File: config.mk
export PLATFORM = sky130hd
export DESIGN_NAME = wr_guard
export DESIGN_NICKNAME = d
export VERILOG_FILES = /design/src/rtl/wg_pkg.sv /design/src/rtl/wg_bank_timer.sv /design/src/rtl/wg_decide.sv /design/src/rtl/wg_mask.sv /design/src/rtl/wr_guard.sv
export SDC_FILE = /design/constraint.sdc
export NUM_CORES = 1
export LEC_CHECK = 0
export CORE_AREA = 2 2 115 117
export DETAILED_ROUTE_END_ITERATION = 8
export DIE_AREA = 0 0 117 119
export PLACE_DENSITY = 0.77
export SLEW_MARGIN = 20
export SYNTH_ARGS = -nofsm -noshare
export SYNTH_HDL_FRONTEND = slang
export SYNTH_HIERARCHICAL = 1
export SYNTH_SLANG_ARGS = --single-unit
File: constraint.sdc
create_clock -name clk -period 7.9 [get_ports clk]
set_input_delay 1.58 -clock clk [delete_from_list [all_inputs] [get_ports clk]]
set_output_delay 1.58 -clock clk [all_outputs]
set_load 0.005 [all_outputs]
File: src/rtl/wg_pkg.sv
package wg_pkg;

    typedef enum logic [1:0] {
        CMD_NOP   = 2'd0,
        CMD_READ  = 2'd1,
        CMD_WRITE = 2'd2,
        CMD_PRE   = 2'd3
    } wg_cmd_e;

    // width of a data-pair count (longest burst is 8 beats = 4 pairs)
    localparam int PAIR_W = 3;

    // per-bank request event produced by the decision logic
    typedef struct packed {
        logic              wr;
        logic              rd;
        logic              pre;
        logic              ap;
        logic [PAIR_W-1:0] pairs;
    } wg_bank_ev_t;

    // per-bank timing status seen by the decision logic
    typedef struct packed {
        logic [PAIR_W-1:0] data_left;
        logic              rd_clear;
        logic              pre_clear;
        logic              rp_clear;
    } wg_bank_stat_t;

    // burst-length code to number of data pairs
    function automatic logic [PAIR_W-1:0] pairs_of(input logic [1:0] blen);
        case (blen)
            2'd0:    return 3'd1;
            2'd1:    return 3'd2;
            default: return 3'd4;
        endcase
    endfunction

endpackage

File: src/rtl/wg_bank_timer.sv
module wg_bank_timer
    import wg_pkg::*;
#(
    parameter int CFG_W = 4,
    parameter int CNT_W = CFG_W + 3
) (
    input  logic              clk,
    input  logic              rst,
    input  wg_bank_ev_t       ev,
    input  logic [CFG_W-1:0]  cfg_twtr,
    input  logic [CFG_W-1:0]  cfg_twr,
    input  logic [CFG_W-1:0]  cfg_trp,
    output wg_bank_stat_t     stat
);

    logic [PAIR_W-1:0] data_q;
    logic [CNT_W-1:0]  wtr_q;
    logic [CNT_W-1:0]  wr_q;
    logic [CNT_W-1:0]  rp_q;

    logic [CNT_W-1:0] pairs_x, twtr_x, twr_x, trp_x;
    assign pairs_x = CNT_W'(ev.pairs);
    assign twtr_x  = CNT_W'(cfg_twtr);
    assign twr_x   = CNT_W'(cfg_twr);
    assign trp_x   = CNT_W'(cfg_trp);

    function automatic logic [CNT_W-1:0] dec(input logic [CNT_W-1:0] v);
        return (v == '0) ? '0 : v - 1'b1;
    endfunction

    function automatic logic [PAIR_W-1:0] dec_p(input logic [PAIR_W-1:0] v);
        return (v == '0) ? '0 : v - 1'b1;
    endfunction

    always_ff @(posedge clk) begin
        if (rst) begin
            data_q <= '0;
            wtr_q  <= '0;
            wr_q   <= '0;
            rp_q   <= '0;
        end else if (ev.wr) begin
            // new burst: intervals run from the last data pair
            data_q <= ev.pairs;
            wtr_q  <= pairs_x + twtr_x;
            wr_q   <= pairs_x + twr_x;
            rp_q   <= ev.ap ? (pairs_x + twr_x + trp_x + 1'b1) : '0;
        end else if (ev.pre) begin
            data_q <= '0;
            wtr_q  <= '0;
            wr_q   <= '0;
            rp_q   <= trp_x;
        end else if (ev.rd) begin
            wtr_q  <= '0;
            data_q <= '0;
            rp_q   <= dec(rp_q);
            // truncation moves the end of write data to this cycle
            wr_q   <= (data_q != '0) ? twr_x : dec(wr_q);
        end else begin
            data_q <= dec_p(data_q);
            wtr_q  <= dec(wtr_q);
            wr_q   <= dec(wr_q);
            rp_q   <= dec(rp_q);
        end
    end

    always_comb begin
        stat.data_left = data_q;
        stat.rd_clear  = (wtr_q == '0);
        stat.pre_clear = (wr_q == '0);
        stat.rp_clear  = (rp_q == '0);
    end

endmodule

File: src/rtl/wg_decide.sv
module wg_decide
    import wg_pkg::*;
#(
    parameter int NBANK  = 4,
    parameter int BANK_W = $clog2(NBANK)
) (
    input  logic                       rst,
    input  logic                       req_valid,
    input  wg_cmd_e                    req_cmd,
    input  logic [BANK_W-1:0]          req_bank,
    input  logic [PAIR_W-1:0]          req_pairs,
    input  logic                       req_ap,
    input  logic                       req_trunc,
    input  wg_bank_stat_t [NBANK-1:0]  stat,
    output wg_bank_ev_t   [NBANK-1:0]  ev,
    output logic                       grant,
    output logic                       interrupt,
    output logic [PAIR_W-1:0]          mask_len
);

    wg_bank_stat_t sel;
    logic          ok;
    logic          cuts;

    always_comb begin
        sel = stat[req_bank];
        case (req_cmd)
            CMD_READ:  ok = sel.rp_clear && (req_trunc || sel.rd_clear);
            CMD_WRITE: ok = sel.rp_clear;
            CMD_PRE:   ok = sel.rp_clear && (req_trunc || sel.pre_clear);
            default:   ok = 1'b0;
        endcase
        grant     = req_valid && ok && !rst;
        cuts      = req_trunc && (req_cmd == CMD_READ || req_cmd == CMD_PRE);
        interrupt = grant && cuts && (sel.data_left > 3'd1);
        mask_len  = (sel.data_left == '0) ? '0 : sel.data_left - 3'd1;
    end

    always_comb begin
        for (int b = 0; b < NBANK; b++) begin
            ev[b].wr    = grant && (req_cmd == CMD_WRITE) && (req_bank == BANK_W'(b));
            ev[b].rd    = grant && (req_cmd == CMD_READ)  && (req_bank == BANK_W'(b));
            ev[b].pre   = grant && (req_cmd == CMD_PRE)   && (req_bank == BANK_W'(b));
            ev[b].ap    = req_ap;
            ev[b].pairs = req_pairs;
        end
    end

endmodule

File: src/rtl/wg_mask.sv
module wg_mask
    import wg_pkg::*;
#(
    parameter int BANK_W = 2
) (
    input  logic              clk,
    input  logic              rst,
    input  logic              load,
    input  logic [PAIR_W-1:0] load_len,
    input  logic [BANK_W-1:0] load_bank,
    output logic              mask_en,
    output logic [BANK_W-1:0] mask_bank
);

    logic [PAIR_W-1:0] left_q;

    always_ff @(posedge clk) begin
        if (rst) begin
            left_q    <= '0;
            mask_bank <= '0;
        end else if (load) begin
            left_q    <= load_len;
            mask_bank <= load_bank;
        end else if (left_q != '0) begin
            left_q    <= left_q - 1'b1;
        end
    end

    assign mask_en = (left_q != '0);

endmodule

File: src/rtl/wr_guard.sv
module wr_guard
    import wg_pkg::*;
#(
    parameter int NBANK  = 4,
    parameter int CFG_W  = 4,
    localparam int BANK_W = $clog2(NBANK),
    localparam int CNT_W  = CFG_W + 3
) (
    input  logic              clk,
    input  logic              rst,
    input  logic              req_valid,
    input  logic [1:0]        req_cmd,
    input  logic [BANK_W-1:0] req_bank,
    input  logic [1:0]        req_blen,
    input  logic              req_ap,
    input  logic              req_trunc,
    input  logic [CFG_W-1:0]  cfg_twtr,
    input  logic [CFG_W-1:0]  cfg_twr,
    input  logic [CFG_W-1:0]  cfg_trp,
    output logic              grant,
    output logic              interrupt,
    output logic              mask_en,
    output logic [BANK_W-1:0] mask_bank
);

    wg_bank_stat_t [NBANK-1:0] stat;
    wg_bank_ev_t   [NBANK-1:0] ev;
    logic [PAIR_W-1:0]         mask_len;
    wg_cmd_e                   cmd;

    assign cmd = wg_cmd_e'(req_cmd);

    wg_decide #(
        .NBANK  (NBANK),
        .BANK_W (BANK_W)
    ) u_decide (
        .rst       (rst),
        .req_valid (req_valid),
        .req_cmd   (cmd),
        .req_bank  (req_bank),
        .req_pairs (pairs_of(req_blen)),
        .req_ap    (req_ap),
        .req_trunc (req_trunc),
        .stat      (stat),
        .ev        (ev),
        .grant     (grant),
        .interrupt (interrupt),
        .mask_len  (mask_len)
    );

    for (genvar b = 0; b < NBANK; b++) begin : g_bank
        wg_bank_timer #(
            .CFG_W (CFG_W),
            .CNT_W (CNT_W)
        ) u_timer (
            .clk      (clk),
            .rst      (rst),
            .ev       (ev[b]),
            .cfg_twtr (cfg_twtr),
            .cfg_twr  (cfg_twr),
            .cfg_trp  (cfg_trp),
            .stat     (stat[b])
        );
    end

    wg_mask #(
        .BANK_W (BANK_W)
    ) u_mask (
        .clk       (clk),
        .rst       (rst),
        .load      (interrupt),
        .load_len  (mask_len),
        .load_bank (req_bank),
        .mask_en   (mask_en),
        .mask_bank (mask_bank)
    );

endmodule

==> results.txt <==
Status: finished clean
Synth warnings: 6
Die area: 13920 sq um
Max IR drop VDD: 0.0002066 V
Min Tclk post-route: 5.857 ns
Largest net degree at the start of global routing: 51
Critical path arrival: 4.28 ns
Overall Global Routing Usage: 0.2522
Leak: 3.446 nW
Routed Antenna Nets: 0
EDFF count, synth: 0
Critical Path Source Type: input port
GRT overflow: 0
Clock root cell: clkbuf_16
Post-synth ARST share: 0
Final Slew Violations: 0
Top cells by area, synth: dfxtp_1, ha_1, xor2_1
Vias in the first global route: 5915
Worst-Margin Slew: 0.7940 ns
Relative slew slack: 0.4690
Final wirelength: 16960 microns
Final setup violation count: 0
DR pass1 iterations: 5
Cells after Synth: 868
Post-synth cell types: 59
CP Launch Point: req_bank[1]
Number of synthesized register bits: 101
Core Box Area: 12870 sq um
Initial DRC count: 352
R2r endpoint: g_bank[2].u_timer/wr_q[0]
Mapped Nets: 979
Hold path depth: 2
Die height: 119 microns
Mean Syn Cell Area: 8.526 sq um
Vias per cell: 5.794
Share of the synthesized area in the top cell type: 0.2732
Clk_lat worst skew: 0.36 ns
Postcts setup bufs: 0
Worst Hold Slack: 0.4761 ns
CP Capture Type: primary output
PwrDens: 303.6 nW/um^2
Crit Path Category: input port to primary output
First-pass GRT wire length: 27910 microns
Crit path cell chain: clkdlybuf4s50_1, mux4_2, nand2_1, nor2_1, clkdlybuf4s50_1
Nets@finish: 985
# hold bufs at CTS: 0
Ys flop type: dfxtp_1
Biggest area consumer among synthesized cells: dfxtp_1
Crit path required time: 6.32 ns
Hold_sp: g_bank[1].u_timer/rp_q[6]
Final Hold Fails: 0
Syn-to-layout area delta: 8.199%
Overall power: 0.002431 W
Final WS setup: 2.043 ns
CTS max path bufs: 2
Diode count: 0
Hold path endpoint: g_bank[1].u_timer/rp_q[6]
Routed vias: 6107
Synthesized cell area: 7401 sq um
CTS resizes: 0
H-tree levels: 3
Final cycle utilization of the critical path: 0.7414
DRC: 0
Worst min-delay path class: register to register
Worst reg2reg startpoint: g_bank[0].u_timer/wr_q[0]
Peak Freq: 0.1707 GHz
Clock Sinks: 101
GP Congestion: 0.8632
IO Pins: 28
IO Port Bufs: 27
Setup WS pre-CTS: 1.992 ns
CP bufs+invs: 2
CP dominant cell by count: clkdlybuf4s50_1
Initial antenna violation count: 0
Worst Reg-to-Reg Cells: 12
Initial Utilization: 0.5748
Slowest CP cell: clkdlybuf4s50_1
Part of the Yosys area used for sequential elements: 0.2732
WL/cell: 16.09 microns
Die Width: 117 microns
Max_cap viols: 0
CP delay by family, top: buffers and inverters
RSZ-0062 raised after global routing: false
Setup TNS: 0 ns
Final Skew: 0.008478 ns
Reg2Reg Setup Slack: 3.96 ns
Final HPWL DP: 12690 microns
Row cnt: 42
Largest stage delay, worst path: 0.86 ns
Clock-pin slew on the worst setup and hold paths: 0.07 ns
Share of cells above drive strength 1: 0.06150
CTS tree: built
Total CTS buffers: 9
Critical Path Fanout Max: 15
tightest hold or removal path, stage by stage (launching register included):
cell     delay (ns)
dfxtp_1        0.32
nand2_1        0.05
a21oi_1        0.05
kinds of logic (layout without fill, tap and decap cells):
logic type,count (synthesis),count (layout),synth area share
flip-flops,101,101,0.2732
buffers and inverters,133,143,0.07980
multiplexers,11,11,0.02333
XOR/XNOR,79,79,0.09349
adder cells (fa/ha/maj),88,88,0.1609
AND/OR/NAND/NOR,288,288,0.2074
AO/OA/AOI/OAI,168,168,0.1618
worst max path at each step:
stage / end / slack, ns / cells after the start
after floorplan: grant / 3.65 / 4
after global placement: grant / 2.04 / 5
after detailed placement: grant / 1.99 / 5
after CTS: grant / 1.99 / 5
after global routing: interrupt / 1.87 / 5
final: interrupt / 2.04 / 5
routing by layer:
layer	global-route usage	up-vias	share of wire
met3	0.05903	33	0.040
met1	0.3191	2921	0.44
met4	0.09632	0	0.030
li1	-	3040	-
met5	0	-	0
met2	0.4140	113	0.49
final cells by class:
| type | instances | area [sq um] |
|---|---|---|
| inverters | 90 | 337.8 |
| clock buffers | 10 | 229.0 |
| flip-flops and latches | 101 | 2022 |
| clock inverters | 5 | 52.55 |
| fillers | 1134 | 4867 |
| repair buffers | 38 | 347.8 |
| well taps | 176 | 220.2 |
| multi-input cells | 634 | 4798 |
placed cells by master (no fill, tap or decap), types with 5 or more instances in the layout:
cell type / instances
nor4b_1: 7
fa_1: 12
a31oi_1: 7
a21o_1: 9
mux2i_1: 6
o22ai_1: 19
nand2_1: 73
nor4_1: 8
nor2b_1: 16
nor2_1: 67
dfxtp_1: 101
or3_1: 16
ha_1: 76
a22oi_1: 5
nand4b_1: 8
nand3_1: 10
clkbuf_16: 9
a2111oi_1: 6
nand3b_1: 11
o211ai_1: 5
o21ai_0: 18
nand2b_1: 18
mux4_2: 5
a21oi_1: 47
a22o_1: 12
xnor2_1: 35
nor3_1: 15
inv_1: 90
buf_4: 11
nand4_1: 10
clkdlybuf4s50_1: 26
xor2_1: 44
a221oi_1: 12
flip-flops by register name (all words and copies together), names as in the netlist:
name / flops
g_bank.u_timer/rp_q: 28
u_mask/left_q: 3
g_bank.u_timer/wtr_q: 28
g_bank.u_timer/data_q: 12
g_bank.u_timer/wr_q: 28
u_mask/mask_bank: 2
cells in the mapped netlist, types with 18 or more instances:
cell	number
a21oi_1	47
buf_4	18
clkbuf_1	21
dfxtp_1	101
ha_1	76
inv_1	90
nand2_1	73
nand2b_1	18
nor2_1	67
o21ai_0	18
o22ai_1	19
xnor2_1	35
xor2_1	44
through the flow:
stage,area (sq um),instances,util
after floorplan,7401,868,-
after global placement,7726,1039,0.6001
after detailed placement,7726,1039,0.6001
after CTS,8008,1054,0.6220
after global routing,8008,1054,0.6220
final,8008,1054,0.6220
where the power goes:
part	switching [W]	total [W]	leakage [nW]	internal, W
registers	0.000124	0.000795	0.833	0.000670
clock network	0.000190	0.000432	0.138	0.000242
logic	0.000632	0.00120	2.48	0.000572
(Power assumes the default switching activity.)
